File: src/rtl/vec_irq_pkg.sv
package vec_irq_pkg;
  localparam int NSRC   = 5;
  localparam int NMASK  = 3;
  localparam int IDX_NM   = 0;
  localparam int IDX_EDGE = 1;
  localparam int IDX_LA   = 2;
  localparam int IDX_LB   = 3;
  localparam int IDX_EXT  = 4;

  // Restart address is four times an odd code: 9 for the non-maskable
  // source, then 15, 13, 11 for the restart sources in priority order.
  function automatic int restart_addr(input int idx);
    int code;
    code = (idx == IDX_NM) ? 9 : 17 - 2 * idx;
    return code * 4;
  endfunction
endpackage

File: src/rtl/irq_edge_latch.sv
module irq_edge_latch #(
  parameter bit NEED_LEVEL = 1'b0
) (
  input  logic clk,
  input  logic rst_n,
  input  logic pin,
  input  logic clr,
  input  logic held,
  output logic eligible
);
  logic pin_q;
  logic pend_q;
  logic rise;

  assign rise = pin & ~pin_q;

  always_ff @(posedge clk) begin
    if (!rst_n) begin
      pin_q  <= 1'b1;
      pend_q <= 1'b0;
    end else begin
      pin_q <= pin;
      if (rise)
        pend_q <= 1'b1;
      else if (clr)
        pend_q <= 1'b0;
      else if (NEED_LEVEL && !pin && !held)
        pend_q <= 1'b0;
    end
  end

  generate
    if (NEED_LEVEL) begin : g_lvl
      assign eligible = pend_q & pin;
    end else begin : g_edge
      assign eligible = pend_q;
    end
  endgenerate
endmodule

File: src/rtl/irq_pick.sv
module irq_pick #(
  parameter int N = 5
) (
  input  logic [N-1:0] req,
  output logic [N-1:0] grant,
  output logic         any
);
  logic [N:0] seen;
  assign seen[0] = 1'b0;

  genvar i;
  generate
    for (i = 0; i < N; i++) begin : g_chain
      assign grant[i]  = req[i] & ~seen[i];
      assign seen[i+1] = seen[i] | req[i];
    end
  endgenerate

  assign any = seen[N];
endmodule

File: src/rtl/irq_present.sv
module irq_present
  import vec_irq_pkg::*;
#(
  parameter int VEC_W = 8
) (
  input  logic             clk,
  input  logic             rst_n,
  input  logic             boundary,
  input  logic [NSRC-1:0]  grant,
  input  logic             any,
  input  logic             ready,
  output logic             valid,
  output logic [NSRC-1:0]  grant_q,
  output logic [VEC_W-1:0] vec,
  output logic             ext
);
  logic [VEC_W-1:0] vec_n;
  logic             load;

  always_comb begin
    vec_n = '0;
    for (int i = 0; i < NSRC - 1; i++)
      if (grant[i]) vec_n = VEC_W'(restart_addr(i));
  end

  assign load = boundary & ~valid & any;

  always_ff @(posedge clk) begin
    if (!rst_n) begin
      valid   <= 1'b0;
      grant_q <= '0;
      vec     <= '0;
      ext     <= 1'b0;
    end else if (load) begin
      valid   <= 1'b1;
      grant_q <= grant;
      vec     <= vec_n;
      ext     <= grant[IDX_EXT];
    end else if (valid && ready) begin
      valid   <= 1'b0;
      grant_q <= '0;
    end
  end
endmodule

File: src/rtl/vec_irq_ctrl.sv
module vec_irq_ctrl
  import vec_irq_pkg::*;
#(
  parameter int VEC_W = 8
) (
  input  logic             clk,
  input  logic             rst_n,
  input  logic             src_nm_i,
  input  logic             src_edge_i,
  input  logic             src_lvl_a_i,
  input  logic             src_lvl_b_i,
  input  logic             src_ext_i,
  input  logic [NMASK-1:0] mask_i,
  input  logic             ie_set_i,
  input  logic             ie_clr_i,
  input  logic             boundary_i,
  output logic             irq_valid_o,
  input  logic             irq_ready_i,
  output logic [VEC_W-1:0] irq_vec_o,
  output logic             ext_fetch_o,
  output logic             push_pc_o,
  output logic             ie_o
);
  logic            ie_q;
  logic            accept;
  logic [NSRC-1:0] req;
  logic [NSRC-1:0] grant;
  logic [NSRC-1:0] grant_q;
  logic            any;
  logic            nm_elig;
  logic            edge_elig;
  logic            unused_grant;

  assign accept       = irq_valid_o & irq_ready_i;
  assign unused_grant = &{1'b0, grant_q[NSRC-1:IDX_EDGE+1]};

  always_ff @(posedge clk) begin
    if (!rst_n)          ie_q <= 1'b0;
    else if (accept)     ie_q <= 1'b0;
    else if (ie_clr_i)   ie_q <= 1'b0;
    else if (ie_set_i)   ie_q <= 1'b1;
  end

  irq_edge_latch #(.NEED_LEVEL(1'b1)) u_nm (
    .clk      (clk),
    .rst_n    (rst_n),
    .pin      (src_nm_i),
    .clr      (accept & grant_q[IDX_NM]),
    .held     (irq_valid_o & grant_q[IDX_NM]),
    .eligible (nm_elig)
  );

  irq_edge_latch #(.NEED_LEVEL(1'b0)) u_edge (
    .clk      (clk),
    .rst_n    (rst_n),
    .pin      (src_edge_i),
    .clr      (accept & grant_q[IDX_EDGE]),
    .held     (1'b0),
    .eligible (edge_elig)
  );

  assign req[IDX_NM]   = nm_elig;
  assign req[IDX_EDGE] = ie_q & ~mask_i[2] & edge_elig;
  assign req[IDX_LA]   = ie_q & ~mask_i[1] & src_lvl_a_i;
  assign req[IDX_LB]   = ie_q & ~mask_i[0] & src_lvl_b_i;
  assign req[IDX_EXT]  = ie_q & src_ext_i;

  irq_pick #(.N(NSRC)) u_pick (
    .req   (req),
    .grant (grant),
    .any   (any)
  );

  irq_present #(.VEC_W(VEC_W)) u_pres (
    .clk      (clk),
    .rst_n    (rst_n),
    .boundary (boundary_i),
    .grant    (grant),
    .any      (any),
    .ready    (irq_ready_i),
    .valid    (irq_valid_o),
    .grant_q  (grant_q),
    .vec      (irq_vec_o),
    .ext      (ext_fetch_o)
  );

  assign push_pc_o = irq_valid_o;
  assign ie_o      = ie_q;
endmodule

File: config.mk
export PLATFORM = sky130hd
export DESIGN_NAME = vec_irq_ctrl
export DESIGN_NICKNAME = d
export VERILOG_FILES = /design/src/rtl/vec_irq_pkg.sv /design/src/rtl/irq_edge_latch.sv /design/src/rtl/irq_pick.sv /design/src/rtl/irq_present.sv /design/src/rtl/vec_irq_ctrl.sv
export SDC_FILE = /design/constraint.sdc
export NUM_CORES = 1
export LEC_CHECK = 0
export CORE_UTILIZATION = 38
export CTS_BUF_LIST = sky130_fd_sc_hd__clkbuf_2 sky130_fd_sc_hd__clkbuf_4 sky130_fd_sc_hd__clkbuf_8
export DETAILED_ROUTE_END_ITERATION = 10
export PLACE_DENSITY = 0.79
export SYNTH_ARGS = -nofsm -noshare
export SYNTH_HDL_FRONTEND = slang
export SYNTH_SLANG_ARGS = --single-unit
export TNS_END_PERCENT = 30
File: constraint.sdc
create_clock -name clk -period 1.3 [get_ports clk]
set_clock_uncertainty 0.1 [all_clocks]
set_input_delay 0.26 -clock clk [delete_from_list [all_inputs] [get_ports clk]]
set_output_delay 0.26 -clock clk [all_outputs]
set_load 0.1 [all_outputs]
==> metrics, run 1 <==
part of the Yosys area used for sequential elements=about 40%; run status=finished clean; core area=between 1000 and 1500 sq um; clock root buffer=clkbuf_4; cell area after synthesis=roughly 600 sq um; fraction of final layout cells sized beyond drive strength 1=37.1%; Post-Synthesis Cells=67; maximum clock frequency=~780 MHz; via count of the first global-routing pass=approximately 560; routed wire length per instance=around 13 microns; reg-to-reg critical path startpoint=ie_o; floorplan row count=13; data arrival time of the critical path=between 1 and 1.5 ns; Post-Route WL=roughly 1.4 mm; initial antenna violation count=0; Power per Cell Area=~950 nW/um^2; LEAKAGE=slightly above 0.0004 uW; source of the worst hold timing path=src_ext_i; Reg-to-Reg End=u_pres.vec[4]; setup slack on the worst flop-to-flop path=roughly 0.060 ns; number of buffers created by CTS=3; clock-pin slew reported for the worst setup and hold paths after clock tree synthesis=about 0.070 ns; number of cells on the worst hold path=4; Horiz. Die Dim=between 40 and 50 microns; clock latency of the later-clocked register in the worst-skew pair=approximately 0.27 ns; Tightest Hold Check Type=in2reg; DR iter-0 viols=21; combined flip-flop and latch cell area=around 250 sq um; count of buffers from port buffering=21; clock tree from TritonCTS=built; time the worst path needs with I/O delays and setup=between 1 and 1.5 ns; Worst setup SP type=primary input; unrepaired setup endpoints after global routing=true; die area=between 1500 and 2000 sq um; final count of negative-setup-slack endpoints=0; HPWL after detailed placement=1.05 mm; kind of capture point of the worst setup path=flip-flop; largest driver fanout on the critical path=4; layout overhead on the synthesized area=67.4%; # diodes=0; first-pass GRT wire length=about 2.5 mm; Initial DRT Pass Iterations=4; IR Drop Worst-Case VDD=a little over 0.0005 V; clock sink count=12; combined area of the multi-input logic cells=between 300 and 400 sq um; gpl congestion=between 0.8 and 0.9; maximum buffer depth of the clock tree=2; final layout net count=112; post-synthesis area per instance=~8.9 sq um; detailed-route vias per instance=roughly 5.2; global-route usage over all layers=between 10% and 20%; number of I/O pins=26; Placed Cells incl. Taps=~110; flip-flop and latch count after synthesis=12; layout filler cell count=about 100; Req. time, crit path=between 1 and 1.5 ns; residual overflow from global routing=0; Synth Warn #=0; maximum capacitance violations=0; Final Instance Count excl. Fillers=approximately 110; die height=about 42 microns; H-Tree Depth=1; synth unique cells=27; drt drc=0; hold violation total from the final report=0; post-route setup TNS=0 ns; crit share post-route=about 100%; worst hold path endpoint=u_pres.vec[3]; Initial Utilization=43.3%; total count of max-transition violations in the final report=0; antenna-violating nets left=0; pin count of the biggest net entering global routing=8; via count=between 500 and 600; FF-to-FF path depth=4; kind of critical path=in2reg
-- Yosys cell counts --
master	instances	area, sq um
a21boi_0	1	7.51
a21oi_1	7	35.0
a31oi_1	2	12.5
and2b_1	1	7.51
and3b_1	1	8.76
buf_4	6	45.0
clkbuf_1	1	3.75
conb_1	1	3.75
dfxtp_1	12	240
inv_1	1	3.75
nand2_1	6	22.5
nand2b_1	3	18.8
nand3_1	3	15.0
nor2_1	2	7.51
nor2b_1	6	37.5
nor2b_2	1	8.76
nor2b_4	1	13.8
nor3_1	1	5.00
nor3b_2	1	12.5
o21a_1	2	15.0
o21ai_0	1	5.00
o21ai_1	1	5.00
o21ai_2	1	8.76
o21bai_1	1	7.51
o22ai_1	2	12.5
o31ai_1	1	7.51
o41ai_4	1	27.5
-- report_power, final --
part / total, uW / internal [uW] / switching, uW / leakage, uW
combinational: 262 / 99.7 / 162 / 0.000290
sequential: 389 / 377 / 12.2 / 0.000101
clock: 300 / 170 / 130 / 0.0000210
-- flip-flops by register name (all words and copies together), names as in the netlist --
name / count
ie_o: 1
u_edge.eligible: 1
u_edge.pin_q: 1
u_nm.pend_q: 1
u_nm.pin_q: 1
u_pres.ext: 1
u_pres.grant_q: 2
u_pres.valid: 1
u_pres.vec: 3
-- layout by cell type, fill, tap and decap left out, drive strengths merged --
cell           instances
nand2                  6
o21bai                 1
o21a                   2
nor3b                  1
a21oi                  7
nor2                   2
nor2b                  8
conb                   4
inv                    1
a21boi                 1
o21ai                  3
clkbuf                 5
a31oi                  2
dfxtp                 12
dlygate4sd2            3
dlymetal6s2s           1
and3b                  1
buf                   17
nand2b                 3
o31ai                  1
nor3                   1
and2b                  1
nand3                  3
clkdlybuf4s50          7
o22ai                  2
o41ai                  1
clkdlybuf4s15          1
-- worst max path at each step --
stage | slack [ns] | start | cells after the start | to
after floorplan | -0.07 | u_pres.ext | 2 | u_pres.ext
after global placement | -0.39 | mask_i[0] | 5 | u_pres.valid
after detailed placement | -0.43 | mask_i[0] | 5 | u_pres.vec[2]
after CTS | -0.05 | u_edge.eligible | 4 | u_pres.valid
after global routing | -0.02 | boundary_i | 5 | u_pres.vec[4]
final | 0.01 | boundary_i | 5 | u_pres.vec[4]
-- cell type report --
cell class                 count  area share, %
clock buffer                   4           3.62
multi-input combinational     50           33.2
inverter                       1          0.375
sequential                    12           25.4
tap                           15           1.88
timing repair buffer          30           35.5
-- kinds of logic (layout without fill, tap and decap cells) --
| kind of cell | count (synthesis) | after routing | share of synthesized area (%) |
|---|---|---|---|
| other | 1 | 4 | 0.627 |
| flip-flops | 12 | 12 | 40.2 |
| AO/OA/AOI/OAI | 20 | 20 | 24.1 |
| AND/OR/NAND/NOR | 26 | 26 | 26.4 |
| buffers and inverters | 8 | 35 | 8.78 |
-- worst max-delay path, cell delays in order --
cell and delay [ns]:
clkdlybuf4s50_1 0.48, and3b_2 0.25, nand3_1 0.15, o21bai_1 0.19, o21ai_1 0.07
-- layer usage --
metal | track usage [%] | vias to the layer above | part of all wire, %
met4 | 7.74 | 0 | 1.7
met2 | 30.6 | 35 | 47
li1 | - | 285 | -
met1 | 22.0 | 261 | 43
met5 | 0 | - | 0
met3 | 6.96 | 4 | 7.7
-- what timing repair did --
item / in CTS / in global routing
hold endpoints to repair: 0 / 0
setup buffers: 1 / 2
resized for setup: 9 / 5
pin swaps: 2 / 3
setup endpoints to repair: 8 / 7
hold buffers: 0 / 0
-- per-stage QoR --
step	util [%]	power (uW)	setup WS [ns]	instance area, sq um	hold slack (ns)
after floorplan	-	560	-0.0729	624	0.228
after global placement	67.2	649	-0.389	930	0.371
after detailed placement	67.2	653	-0.429	930	0.374
after CTS	71.0	954	-0.0544	982	0.387
after global routing	72.4	992	-0.0153	1000	0.335
final	72.4	951	0.0104	1000	0.330
(Power assumes the default switching activity.)
==> run 2, diff against run 1 <==
--- a/config.mk
+++ b/config.mk
@@ -5,6 +5,7 @@
 export SDC_FILE = /design/constraint.sdc
 export NUM_CORES = 1
 export LEC_CHECK = 0
+export CORE_MARGIN = 2
 export CORE_UTILIZATION = 38
 export CTS_BUF_LIST = sky130_fd_sc_hd__clkbuf_2 sky130_fd_sc_hd__clkbuf_4 sky130_fd_sc_hd__clkbuf_8
 export DETAILED_ROUTE_END_ITERATION = 10
==> constraint.sdc (replaced) <==
create_clock -name clk -period 1.3 [get_ports clk]
set_clock_uncertainty 0.1 [all_clocks]
set_input_delay 0.195 -clock clk [delete_from_list [all_inputs] [get_ports clk]]
set_output_delay 0.195 -clock clk [all_outputs]
set_load 0.1 [all_outputs]
==> run 2 against run 1 <==
The flow now finishes with violations (setup timing). Setup slack got worse by 0.013 ns. Sequential cell count unchanged. Combinational power hardly changed. First-iteration DRC count increased by 33%. Clock power fell by 18%. Global-route usage is 2.4 points lower. Utilization down 4.8 points. Sequential share of layout area is 0.41 points lower. Register-to-register slack got worse by 0.06 ns. Via count down 0.85%. Critical endpoint is now u_pres.grant_q[0].
==> metrics, run 2 (synthesized netlist as in run 1, its figures left out) <==
Horiz. Die Dim=43.7 microns (was 41.7 microns); final layout net count=112 (unchanged); sequential share of power=43.2% (was 40.9%); routed wire length per instance=12.4 microns (was 12.9 microns); IR Drop Worst-Case VDD=0.000566 V (was 0.000511 V); setup slack on the worst flop-to-flop path=-0.003 ns (was 0.06 ns); gpl congestion=0.861 (was 0.851); worst hold path endpoint=u_pres.vec[4] (was u_pres.vec[3]); run status=complete, but fails checks (was finished clean); Power per Cell Area=890 nW/um^2 (was 950 nW/um^2); kind of critical path=reg2reg (was in2reg); combined flip-flop and latch cell area=251 sq um (was 254 sq um); Final Instance Count excl. Fillers=113 (was 112); kind of capture point of the worst setup path=flip-flop (unchanged); Initial Utilization=40.2% (was 43.3%); clock sink count=12 (unchanged); unrepaired setup endpoints after global routing=true (unchanged); Initial DRT Pass Iterations=4 (unchanged); fraction of power spent switching nets=34.1% (was 32.0%); Top reg by flops=u_pres.vec (unchanged); hold violation total from the final report=0 (unchanged); die area=1910 sq um (was 1740 sq um); number of I/O pins=26 (unchanged); worst hold slack=0.221 ns (was 0.330 ns); clock tree from TritonCTS=built (unchanged); Placed Cells incl. Taps=107 (was 105); total count of max-transition violations in the final report=0 (unchanged); time the worst path needs with I/O delays and setup=1.30 ns (was 1.29 ns); final critical-path setup slack=-0.00269 ns (was 0.0104 ns); die height=43.7 microns (was 41.7 microns); first-pass GRT wire length=2.24 mm (was 2.48 mm); final count of negative-setup-slack endpoints=1 (was 0); number of buffers created by CTS=3 (unchanged); Post-Route WL=1.40 mm (was 1.45 mm); global-route usage over all layers=16.4% (was 18.8%); Comb power frac=29.5% (was 27.6%); clock latency of the later-clocked register in the worst-skew pair=0.28 ns (was 0.27 ns); flip-flop count of the largest register, all copies and words added=3 (unchanged); drt drc=0 (unchanged); largest driver fanout on the critical path=5 (was 4); core area=1490 sq um (was 1380 sq um); count of buffers from port buffering=21 (unchanged); floorplan row count=14 (was 13); antenna-violating nets left=0 (unchanged); clock-pin slew reported for the worst setup and hold paths after clock tree synthesis=0.08 ns (was 0.07 ns); clock root buffer=clkbuf_4 (unchanged); maximum buffer depth of the clock tree=2 (unchanged); DR iter-0 viols=28 (was 21); violations in the final reports=setup timing; minimum setup slack after placement=-0.377 ns (was -0.429 ns); leading cell type in the layout, fill and taps excluded=buf_4; maximum capacitance violations=0 (unchanged); H-Tree Depth=1 (unchanged); layout filler cell count=112 (was 101); Top Registers=u_pres.vec: 3 flops, u_pres.grant_q: 2 flops (unchanged); via count of the first global-routing pass=498 (was 562); Reg-to-Reg End=u_pres.grant_q[0] (was u_pres.vec[4]); switching pwr=305 uW (was 304 uW); pin count of the biggest net entering global routing=8 (unchanged); maximum clock frequency=768 MHz (was 775 MHz); combined area of the multi-input logic cells=339 sq um (was 333 sq um); LEAKAGE=0.000434 uW (was 0.000412 uW); fraction of final layout cells sized beyond drive strength 1=34.0% (was 37.1%); HPWL after detailed placement=1.05 mm (about the same); Tightest Hold Check Type=in2reg (unchanged); data arrival time of the critical path=1.38 ns (was 1.39 ns); detailed-route vias per instance=5.13 (was 5.22); layout overhead on the synthesized area=68.4% (was 67.4%); crit share post-route=100% (was 99.2%); # diodes=0 (unchanged); residual overflow from global routing=0 (unchanged); reg-to-reg critical path startpoint=u_pres.valid (was ie_o); Worst setup SP type=flip-flop (was primary input); cell-internal power=591 uW (was 647 uW); hold_buf cts=0 (unchanged); leading cell types in the layout, fill and taps excluded=buf_4 (9), buf_12 (8), a21oi_1 (7), dfxtp_1 (7) (was buf_12 (8), buf_4 (8), clkdlybuf4s50_1 (7), dfxtp_1 (7)); Clock Power Share=27.3% (was 31.5%); post-route setup TNS=-0.00269 ns (was 0 ns); FF-to-FF path depth=5 (was 4); number of cells on the worst hold path=4 (unchanged); Req. time, crit path=1.38 ns (was 1.40 ns); via count=580 (was 585); initial antenna violation count=0 (unchanged); source of the worst hold timing path=mask_i[1] (was src_ext_i)
## run 2: cell types whose count changed in the layout (fill, tap and decap cells not counted), sizes merged
cell	previous run	this run
clkbuf	5	3
clkdlybuf4s15	1	2
clkdlybuf4s50	7	6
clkinv	0	1
dlygate4sd2	3	1
dlymetal6s2s	1	4
## run 2: area by class of cell
class,count,area share (%)
tap,16,1.99
timing repair buffer,30,36.4
sequential,12,25.0
inverter,1,0.373
clock buffer,3,2.24
multi-input combinational,50,33.7
clock inverter,1,0.373
## run 2: worst max path at each step
| stage | end | from | cells past startpoint | slack, ns |
|---|---|---|---|---|
| 5_1_grt | u_pres.grant_q[0] | u_pres.valid | 5 | -0.04 |
| 4_1_cts | u_pres.valid | u_edge.eligible | 4 | -0.06 |
| 3_3_place_gp | u_pres.valid | mask_i[2] | 5 | -0.34 |
| 6_report | u_pres.grant_q[0] | u_pres.valid | 5 | -0.003 |
| 2_1_floorplan | u_pres.valid | u_pres.valid | 4 | -0.06 |
| 3_5_place_dp | u_pres.valid | mask_i[0] | 5 | -0.38 |
## run 2: stage by stage
stage / utilization [%] / area, sq um / power (uW)
detailed placement: 62.7 / 933 / 655
global placement: 62.7 / 933 / 652
finish: 67.6 / 1010 / 896
CTS: 65.4 / 973 / 903
floorplan: - / 619 / 561
global route: 67.6 / 1010 / 937
## run 2: power by group through the flow
stage                     combinational, uW  sequential (uW)  clock (uW)
after floorplan                         126              435           0
after global placement                  257              395           0
after detailed placement                260              395           0
after CTS                               261              387         255
after global routing                    275              389         272
final                                   264              387         245
## run 2: what timing repair did
| action | CTS | global route |
|---|---|---|
| resized for setup | 5 | 9 |
| endpoints found under the setup margin | 3 | 8 |
| gates cloned | 0 | 0 |
| setup buffers | 2 | 0 |
| pin swaps | 2 | 4 |
| hold endpoints to repair | 0 | 0 |
## run 2: critical path, stage by stage, from the launching register on
cell	delay, ns
dfxtp_4	0.35
and3b_2	0.29
o41ai_4	0.11
buf_4	0.15
a31oi_4	0.13
nor2b_1	0.06
## run 2: metal layers
metal	track usage [%]	share of wire, %	routed length [microns]	vias up
li1	-	-	-	282
met1	21.5	43	596	257
met2	22.6	46	637	36
met3	4.17	8.8	123	5
met4	12.7	2.9	41	0
met5	0	0	0	-
